## src/rtl/embop_pkg.sv

```systemverilog
package embop_pkg;
    typedef enum logic [1:0] {
        OP_IDLE  = 2'd0,
        OP_PROG  = 2'd1,
        OP_ERASE = 2'd2
    } op_state_t;
endpackage

```

## src/rtl/embop_por_lock.sv

```systemverilog
module embop_por_lock #(
    parameter int POR_CYC = 250000
) (
    input  logic clk,
    input  logic rst_n,
    input  logic supply_ok,
    output logic por_ok
);
    localparam int PW = $clog2(POR_CYC + 1);
    localparam logic [PW-1:0] LIMIT = PW'(POR_CYC);

    logic [PW-1:0] cnt;

    always_ff @(posedge clk or negedge rst_n) begin
        if (!rst_n)
            cnt <= '0;
        else if (!supply_ok)
            cnt <= '0;
        else if (cnt != LIMIT)
            cnt <= cnt + 1'b1;
    end

    assign por_ok = (cnt == LIMIT);

    // every valid-supply edge before the limit advances the count by one
    a_r3_count_up: assert property (@(posedge clk) disable iff (!rst_n)
        (supply_ok && !por_ok) |=> (cnt == $past(cnt) + 1'b1));
endmodule

```

## src/rtl/embop_op_timer.sv

```systemverilog
module embop_op_timer
    import embop_pkg::*;
#(
    parameter int PROG_CYC  = 2500,
    parameter int ERASE_CYC = 5000000
) (
    input  logic clk,
    input  logic rst_n,
    input  logic start,
    input  logic is_erase,
    input  logic wr_bit7,
    input  logic allow,
    output logic busy,
    output logic erasing,
    output logic poll_val,
    output logic launch
);
    localparam int MAXC = (PROG_CYC > ERASE_CYC) ? PROG_CYC : ERASE_CYC;
    localparam int CW   = $clog2(MAXC + 1);
    localparam logic [CW-1:0] PROG_LOAD  = CW'(PROG_CYC - 1);
    localparam logic [CW-1:0] ERASE_LOAD = CW'(ERASE_CYC - 1);

    op_state_t     state, state_n;
    logic [CW-1:0] cnt, cnt_n;
    logic          poll_q;

    assign launch = start && allow && (state == OP_IDLE);

    // state register
    always_ff @(posedge clk or negedge rst_n) begin
        if (!rst_n) begin
            state  <= OP_IDLE;
            cnt    <= '0;
            poll_q <= 1'b0;
        end else begin
            state <= state_n;
            cnt   <= cnt_n;
            if (launch)
                poll_q <= is_erase ? 1'b0 : ~wr_bit7;
        end
    end

    // next state
    always_comb begin
        state_n = state;
        cnt_n   = cnt;
        unique case (state)
            OP_IDLE: begin
                if (launch) begin
                    state_n = is_erase ? OP_ERASE : OP_PROG;
                    cnt_n   = is_erase ? ERASE_LOAD : PROG_LOAD;
                end
            end
            OP_PROG, OP_ERASE: begin
                if (cnt == '0)
                    state_n = OP_IDLE;
                else
                    cnt_n = cnt - 1'b1;
            end
            default: begin
                state_n = OP_IDLE;
                cnt_n   = '0;
            end
        endcase
    end

    // outputs
    always_comb begin
        busy     = (state != OP_IDLE);
        erasing  = (state == OP_ERASE);
        poll_val = poll_q;
    end

    // a running operation loses exactly one count per cycle
    a_r4_countdown: assert property (@(posedge clk) disable iff (!rst_n)
        (busy && cnt != '0) |=> (cnt == $past(cnt) - 1'b1));

    // the operation type is held until the count is spent
    a_r11_type_held: assert property (@(posedge clk) disable iff (!rst_n)
        (busy && cnt != '0) |=> (state == $past(state) && $stable(poll_q)));
endmodule

```

## src/rtl/embop_toggle.sv

```systemverilog
module embop_toggle (
    input  logic clk,
    input  logic rst_n,
    input  logic rd_act,
    input  logic clr,
    input  logic busy,
    output logic tog
);
    logic rd_q;

    always_ff @(posedge clk or negedge rst_n) begin
        if (!rst_n) begin
            rd_q <= 1'b0;
            tog  <= 1'b0;
        end else begin
            rd_q <= rd_act;
            if (clr)
                tog <= 1'b0;
            else if (busy && rd_q && !rd_act)
                tog <= ~tog;
        end
    end

    // no movement of the toggle while no operation runs
    a_r8_idle_hold: assert property (@(posedge clk) disable iff (!rst_n)
        (!busy && !clr) |=> $stable(tog));
endmodule

```

## src/rtl/embop_readout.sv

```systemverilog
module embop_readout #(
    parameter int DW = 16
) (
    input  logic          rst_n,
    input  logic          ce_n,
    input  logic          oe_n,
    input  logic          busy,
    input  logic          poll_val,
    input  logic          tog,
    input  logic [DW-1:0] array_rdata,
    output logic [DW-1:0] dq_out,
    output logic          dq_oe,
    output logic          rd_act
);
    localparam int POLL_POS = 7;
    localparam int TOG_POS  = 6;

    logic [DW-1:0] status_word;

    always_comb begin
        status_word           = '0;
        status_word[POLL_POS] = poll_val;
        status_word[TOG_POS]  = tog;
    end

    always_comb begin
        rd_act = !ce_n && !oe_n;
        dq_oe  = rst_n && rd_act;
        dq_out = busy ? status_word : array_rdata;
    end

    initial begin
        a_r9_width_ok: assert (DW > POLL_POS);
    end
endmodule

```

## src/rtl/embop_status.sv

```systemverilog
module embop_status #(
    parameter int DW        = 16,
    parameter int PROG_CYC  = 2500,
    parameter int ERASE_CYC = 5000000,
    parameter int POR_CYC   = 250000
) (
    input  logic          clk,
    input  logic          rst_n,
    input  logic          supply_ok,
    input  logic          cmd_start,
    input  logic          cmd_erase,
    input  logic [DW-1:0] cmd_wdata,
    input  logic [DW-1:0] array_rdata,
    input  logic          ce_n,
    input  logic          oe_n,
    output logic [DW-1:0] dq_out,
    output logic          dq_oe,
    output logic          write_ok
);
    logic por_ok;
    logic busy;
    logic erasing;
    logic poll_val;
    logic launch;
    logic tog;
    logic rd_act;

    embop_por_lock #(.POR_CYC(POR_CYC)) i_por (
        .clk       (clk),
        .rst_n     (rst_n),
        .supply_ok (supply_ok),
        .por_ok    (por_ok)
    );

    embop_op_timer #(.PROG_CYC(PROG_CYC), .ERASE_CYC(ERASE_CYC)) i_timer (
        .clk      (clk),
        .rst_n    (rst_n),
        .start    (cmd_start),
        .is_erase (cmd_erase),
        .wr_bit7  (cmd_wdata[7]),
        .allow    (por_ok),
        .busy     (busy),
        .erasing  (erasing),
        .poll_val (poll_val),
        .launch   (launch)
    );

    embop_toggle i_tog (
        .clk    (clk),
        .rst_n  (rst_n),
        .rd_act (rd_act),
        .clr    (launch),
        .busy   (busy),
        .tog    (tog)
    );

    embop_readout #(.DW(DW)) i_rd (
        .rst_n       (rst_n),
        .ce_n        (ce_n),
        .oe_n        (oe_n),
        .busy        (busy),
        .poll_val    (poll_val),
        .tog         (tog),
        .array_rdata (array_rdata),
        .dq_out      (dq_out),
        .dq_oe       (dq_oe),
        .rd_act      (rd_act)
    );

    assign write_ok = por_ok && !busy;

    // while locked out, an idle block stays idle
    a_r3_locked_idle: assert property (@(posedge clk) disable iff (!rst_n)
        (!por_ok && !busy) |=> !busy);

    // an erase never shows a 1 on the polling bit
    a_r7_erase_low: assert property (@(posedge clk) disable iff (!rst_n)
        erasing |-> !dq_out[7]);
endmodule

```

## config.mk

```make
export PLATFORM = sky130hd
export DESIGN_NAME = embop_status
export DESIGN_NICKNAME = d
export VERILOG_FILES = /design/src/rtl/embop_pkg.sv /design/src/rtl/embop_por_lock.sv /design/src/rtl/embop_op_timer.sv /design/src/rtl/embop_toggle.sv /design/src/rtl/embop_readout.sv /design/src/rtl/embop_status.sv
export SDC_FILE = /design/constraint.sdc
export NUM_CORES = 1
export LEC_CHECK = 0
export ABC_AREA = 0
export CAP_MARGIN = 20
export CORE_AREA = 4 4 71 105
export CTS_CLUSTER_SIZE = 24
export DETAILED_ROUTE_END_ITERATION = 8
export DIE_AREA = 0 0 75 109
export GPL_ROUTABILITY_DRIVEN = 0
export PLACE_DENSITY = 0.69
export SLEW_MARGIN = 25
export SYNTH_ARGS = -nofsm -noshare
export SYNTH_HDL_FRONTEND = slang
export SYNTH_SLANG_ARGS = --single-unit
```

## constraint.sdc

```tcl
create_clock -name clk -period 4.3 [get_ports clk]
set_input_delay 0.645 -clock clk [delete_from_list [all_inputs] [get_ports clk]]
set_output_delay 0.645 -clock clk [all_outputs]
set_load 0.05 [all_outputs]
```

==> metrics.md <==
| Metric | Value |
|---|---|
| Number of I/O port buffers | `41` |
| Worst EP arrival | `3.11 ns` |
| Remaining max-slew budget at the tightest pin | `34.37%` |
| Via count of the first global-routing pass | `2461` |
| Share of the cycle needed by the critical path after routing | `87.22%` |
| Largest net degree at the start of global routing | `47` |
| Total via count in the routed design | `2498` |
| Pwr/cell area | `271.8 nW/um^2` |
| Cell-internal power | `725.7 uW` |
| Logic gate share of total power | `10.4%` |
| Total detailed-routing wirelength | `6897 microns` |
| Crit path capture type | `primary output` |
| # rows | `36` |
| Clock latency on the worst-skew pair | `0.31 ns` |
| CTS sink count | `46` |
| Distinct cells, synth | `49` |
| Fraction of power consumed by the clock network | `43.1%` |
| Synth async-reset ratio | `100.0%` |
| Path type of the worst setup path | `reg -> out` |
| Clock Path Buffers | `2` |
| Synthesized flop and latch total | `46` |
| DRC errors left | `0` |
| Sw Share | `23.05%` |
| Number of instances in the placed design | `421` |
| Mapped Nets | `361` |
| Non-filler cells, final | `430` |
| Via count normalized by instance count | `5.809` |
| Peak clock frequency supported by timing | `266.6 MHz` |
| Number of antenna violations at the first check in global routing | `0` |
| Max-cap violation count | `0` |
| TritonCTS clock tree | `yes` |
| Sequential group share of total power | `46.5%` |
| Slew @ Worst Pin | `0.9823 ns` |
| Register Area | `1151 sq um` |
| Fill cell count | `584` |
| Static Leak | `0.001477 uW` |
| Final global-route overflow total | `0` |
| Die Span Y | `109 microns` |
| Synth Instances | `316` |
| Number of nets with antenna violations after routing | `0` |
| Post-synth EDFFs | `0` |
| Worst hold slack after final layout | `0.5095 ns` |
| Core area | `6531 sq um` |
| Combined area of the multi-input logic cells | `1598 sq um` |
| Result of the run | `finished clean` |
| Most common cell after layout, fill and taps aside | `sky130_fd_sc_hd__dfrtp_1` |
| Tmin final | `3.751 ns` |
| Most used flip-flop cell after synthesis | `sky130_fd_sc_hd__dfrtp_1` |
| Half-perimeter wire length of the detailed placement result | `4907 microns` |
| Fin nets | `397` |
| Number of max-slew violations in the final report | `0` |
| Overall fraction of global-route tracks in use | `17.77%` |
| Part of the Yosys area used for sequential elements | `40.30%` |
| Number of iterations in the first detailed-routing pass | `4` |
| Number of setup violations in the final report | `0` |
| Largest clock skew in the final design | `0.01409 ns` |
| Initial Util | `43.74%` |
| Commonest cells after routing, fill and taps aside | `sky130_fd_sc_hd__dfrtp_1, sky130_fd_sc_hd__clkdlybuf4s50_1, sky130_fd_sc_hd__and2_1, sky130_fd_sc_hd__o31ai_1, sky130_fd_sc_hd__nor2_1` |
| Total standard cell area after synthesis | `2856 sq um` |
| Die boundary width | `75 microns` |
| Setup TNS after final layout | `0 ns` |
| Count of instances resized after the clock tree is built | `0` |
| Synthesis-to-layout area growth | `21.46%` |
| Switching pwr | `217.3 uW` |
| H-tree Lvls | `2` |
| Count of final hold-check violations | `0` |
| Startpoint class of the critical path | `flop` |
| Number of DRC markers in iteration 0 | `155` |
| Worst Path Required | `3.65 ns` |
| Setup Fix Bufs, Post-CTS | `0` |
| WL per Instance | `16.04 microns` |
| Hold buffers post-CTS | `0` |
| Buffer cell driving the clock tree root | `sky130_fd_sc_hd__clkbuf_8` |
| Total clock buffers created by CTS | `5` |
| Io pins | `57` |
| RSZ-0062 raised after global routing | `no` |
| Clock transition at path regs | `0.09 ns` |
| Utilization after layout | `53.12%` |
| Layout cells sized above 1 | `6.232%` |
| Mapped Avg Cell Area | `9.040 sq um` |
| Critical Path Fanout Max | `5` |
| Min-delay worst type | `reg -> reg` |
| Warning count from the yosys run | `0` |
| VDD IR max | `197.6 uV` |
| Die footprint | `8175 sq um` |
| Wire length of the first global-routing pass | `11280 microns` |
-- worst paths after layout --
kind,startpoint,endpoint,slack (ns),cells after the start
min in group asynchronous,rst_n,i_timer.cnt[20],0.52,2
worst min register to register,i_timer.cnt[10],i_timer.cnt[10],0.51,1
worst max-delay path,i_por.cnt[0],write_ok,0.55,7
worst min-delay path,i_timer.cnt[10],i_timer.cnt[10],0.51,1
max in group asynchronous,rst_n,i_timer.state[1],3.37,2
worst max register to register,i_por.cnt[0],i_timer.cnt[6],1.63,8
-- power groups by stage --
stage	sequential [uW]	combinational (uW)	clock (uW)
6_report	438	98.5	406
5_1_grt	439	106	431
4_1_cts	438	100	414
3_5_place_dp	447	100	0
3_3_place_gp	446	99.3	0
2_1_floorplan	446	48.7	0
-- cells in the mapped netlist, types with 2 or more instances --
library cell               instances  share of area, %
sky130_fd_sc_hd__o22ai_1           2              0.44
sky130_fd_sc_hd__a21oi_1          14               2.5
sky130_fd_sc_hd__or4_1             2              0.53
sky130_fd_sc_hd__o211ai_1          5               1.3
sky130_fd_sc_hd__nor2b_1           8               1.8
sky130_fd_sc_hd__nor4_1            6               1.3
sky130_fd_sc_hd__xor2_1            4               1.2
sky130_fd_sc_hd__nor3b_1           2              0.53
sky130_fd_sc_hd__mux2_2            3               1.2
sky130_fd_sc_hd__nor2_1           18               2.4
sky130_fd_sc_hd__o21ai_0          16               2.8
sky130_fd_sc_hd__inv_1            12               1.6
sky130_fd_sc_hd__nor3_1            9               1.6
sky130_fd_sc_hd__mux2i_1           3               1.1
sky130_fd_sc_hd__dfrtp_1          46                40
sky130_fd_sc_hd__a31oi_1           9               2.0
sky130_fd_sc_hd__ha_1              6               2.6
sky130_fd_sc_hd__nand4_1           9               2.0
sky130_fd_sc_hd__and3_1            4              0.88
sky130_fd_sc_hd__or3_1             3              0.66
sky130_fd_sc_hd__or4b_1            2              0.70
sky130_fd_sc_hd__nand2b_1          4              0.88
sky130_fd_sc_hd__nand2_1          15               2.0
sky130_fd_sc_hd__o41ai_1           2              0.61
sky130_fd_sc_hd__and2_1           33               7.2
sky130_fd_sc_hd__o311ai_0          2              0.61
sky130_fd_sc_hd__nand3_1          12               2.1
sky130_fd_sc_hd__clkbuf_1         14               1.8
sky130_fd_sc_hd__xnor2_1          13               4.0
sky130_fd_sc_hd__o31ai_1          19               5.0
-- metrics by stage --
stage / area (sq um) / total power (uW) / worst slack [ns]
floorplan: 2856 / 494.8 / 1.539
global placement: 3324 / 545.8 / 0.9098
detailed placement: 3324 / 547.0 / 0.9016
CTS: 3467 / 952.9 / 0.5453
global route: 3467 / 975.7 / 0.4090
finish: 3470 / 943.0 / 0.5494
-- critical path, cell delays in order, from the launching register on --
cell	delay (ns)
sky130_fd_sc_hd__dfrtp_1	0.44
sky130_fd_sc_hd__inv_1	0.08
sky130_fd_sc_hd__ha_1	0.16
sky130_fd_sc_hd__or4b_1	0.49
sky130_fd_sc_hd__nor4_4	0.35
sky130_fd_sc_hd__and3_1	0.33
sky130_fd_sc_hd__and2_1	0.16
sky130_fd_sc_hd__clkdlybuf4s50_1	0.80
-- kinds of logic after synthesis --
kind of cell               count (synthesis)  synth area share (%)
buffers and inverters                     28                 3.767
DFF                                       46                 40.30
and+or+nand+nor                          137                 28.47
muxes                                      6                 2.234
adders and majority gates                  6                 2.628
xor gates and xnor gates                  17                 5.212
AOI/OAI and AO/OA                         76                 17.39
-- cell type report --
| type | count | area share (%) |
|---|---|---|
| clock buffer | 6 | 2.380 |
| multi-input combinational | 242 | 46.05 |
| clock inverter | 2 | 1.731 |
| sequential | 46 | 33.18 |
| timing repair buffer | 45 | 12.55 |
| inverter | 12 | 1.298 |
| tap | 76 | 2.741 |
| antenna | 1 | 0.07212 |
-- layer usage --
| metal | wire length (microns) | up-vias | global-route usage, % |
|---|---|---|---|
| met5 | 0 | - | 0 |
| met4 | 136 | 0 | 6.489 |
| met3 | 247 | 13 | 2.675 |
| met2 | 3735 | 50 | 31.80 |
| met1 | 2777 | 1213 | 20.86 |
| li1 | - | 1222 | - |
-- sequential cells by signal, indices dropped and copies added, names as in the netlist --
register,count
i_tog.tog,1
i_timer.cnt,23
i_timer.poll_val,1
i_por.cnt,18
i_timer.state,2
i_tog.rd_q,1
No activity file was read; power rests on OpenSTA's default activity.
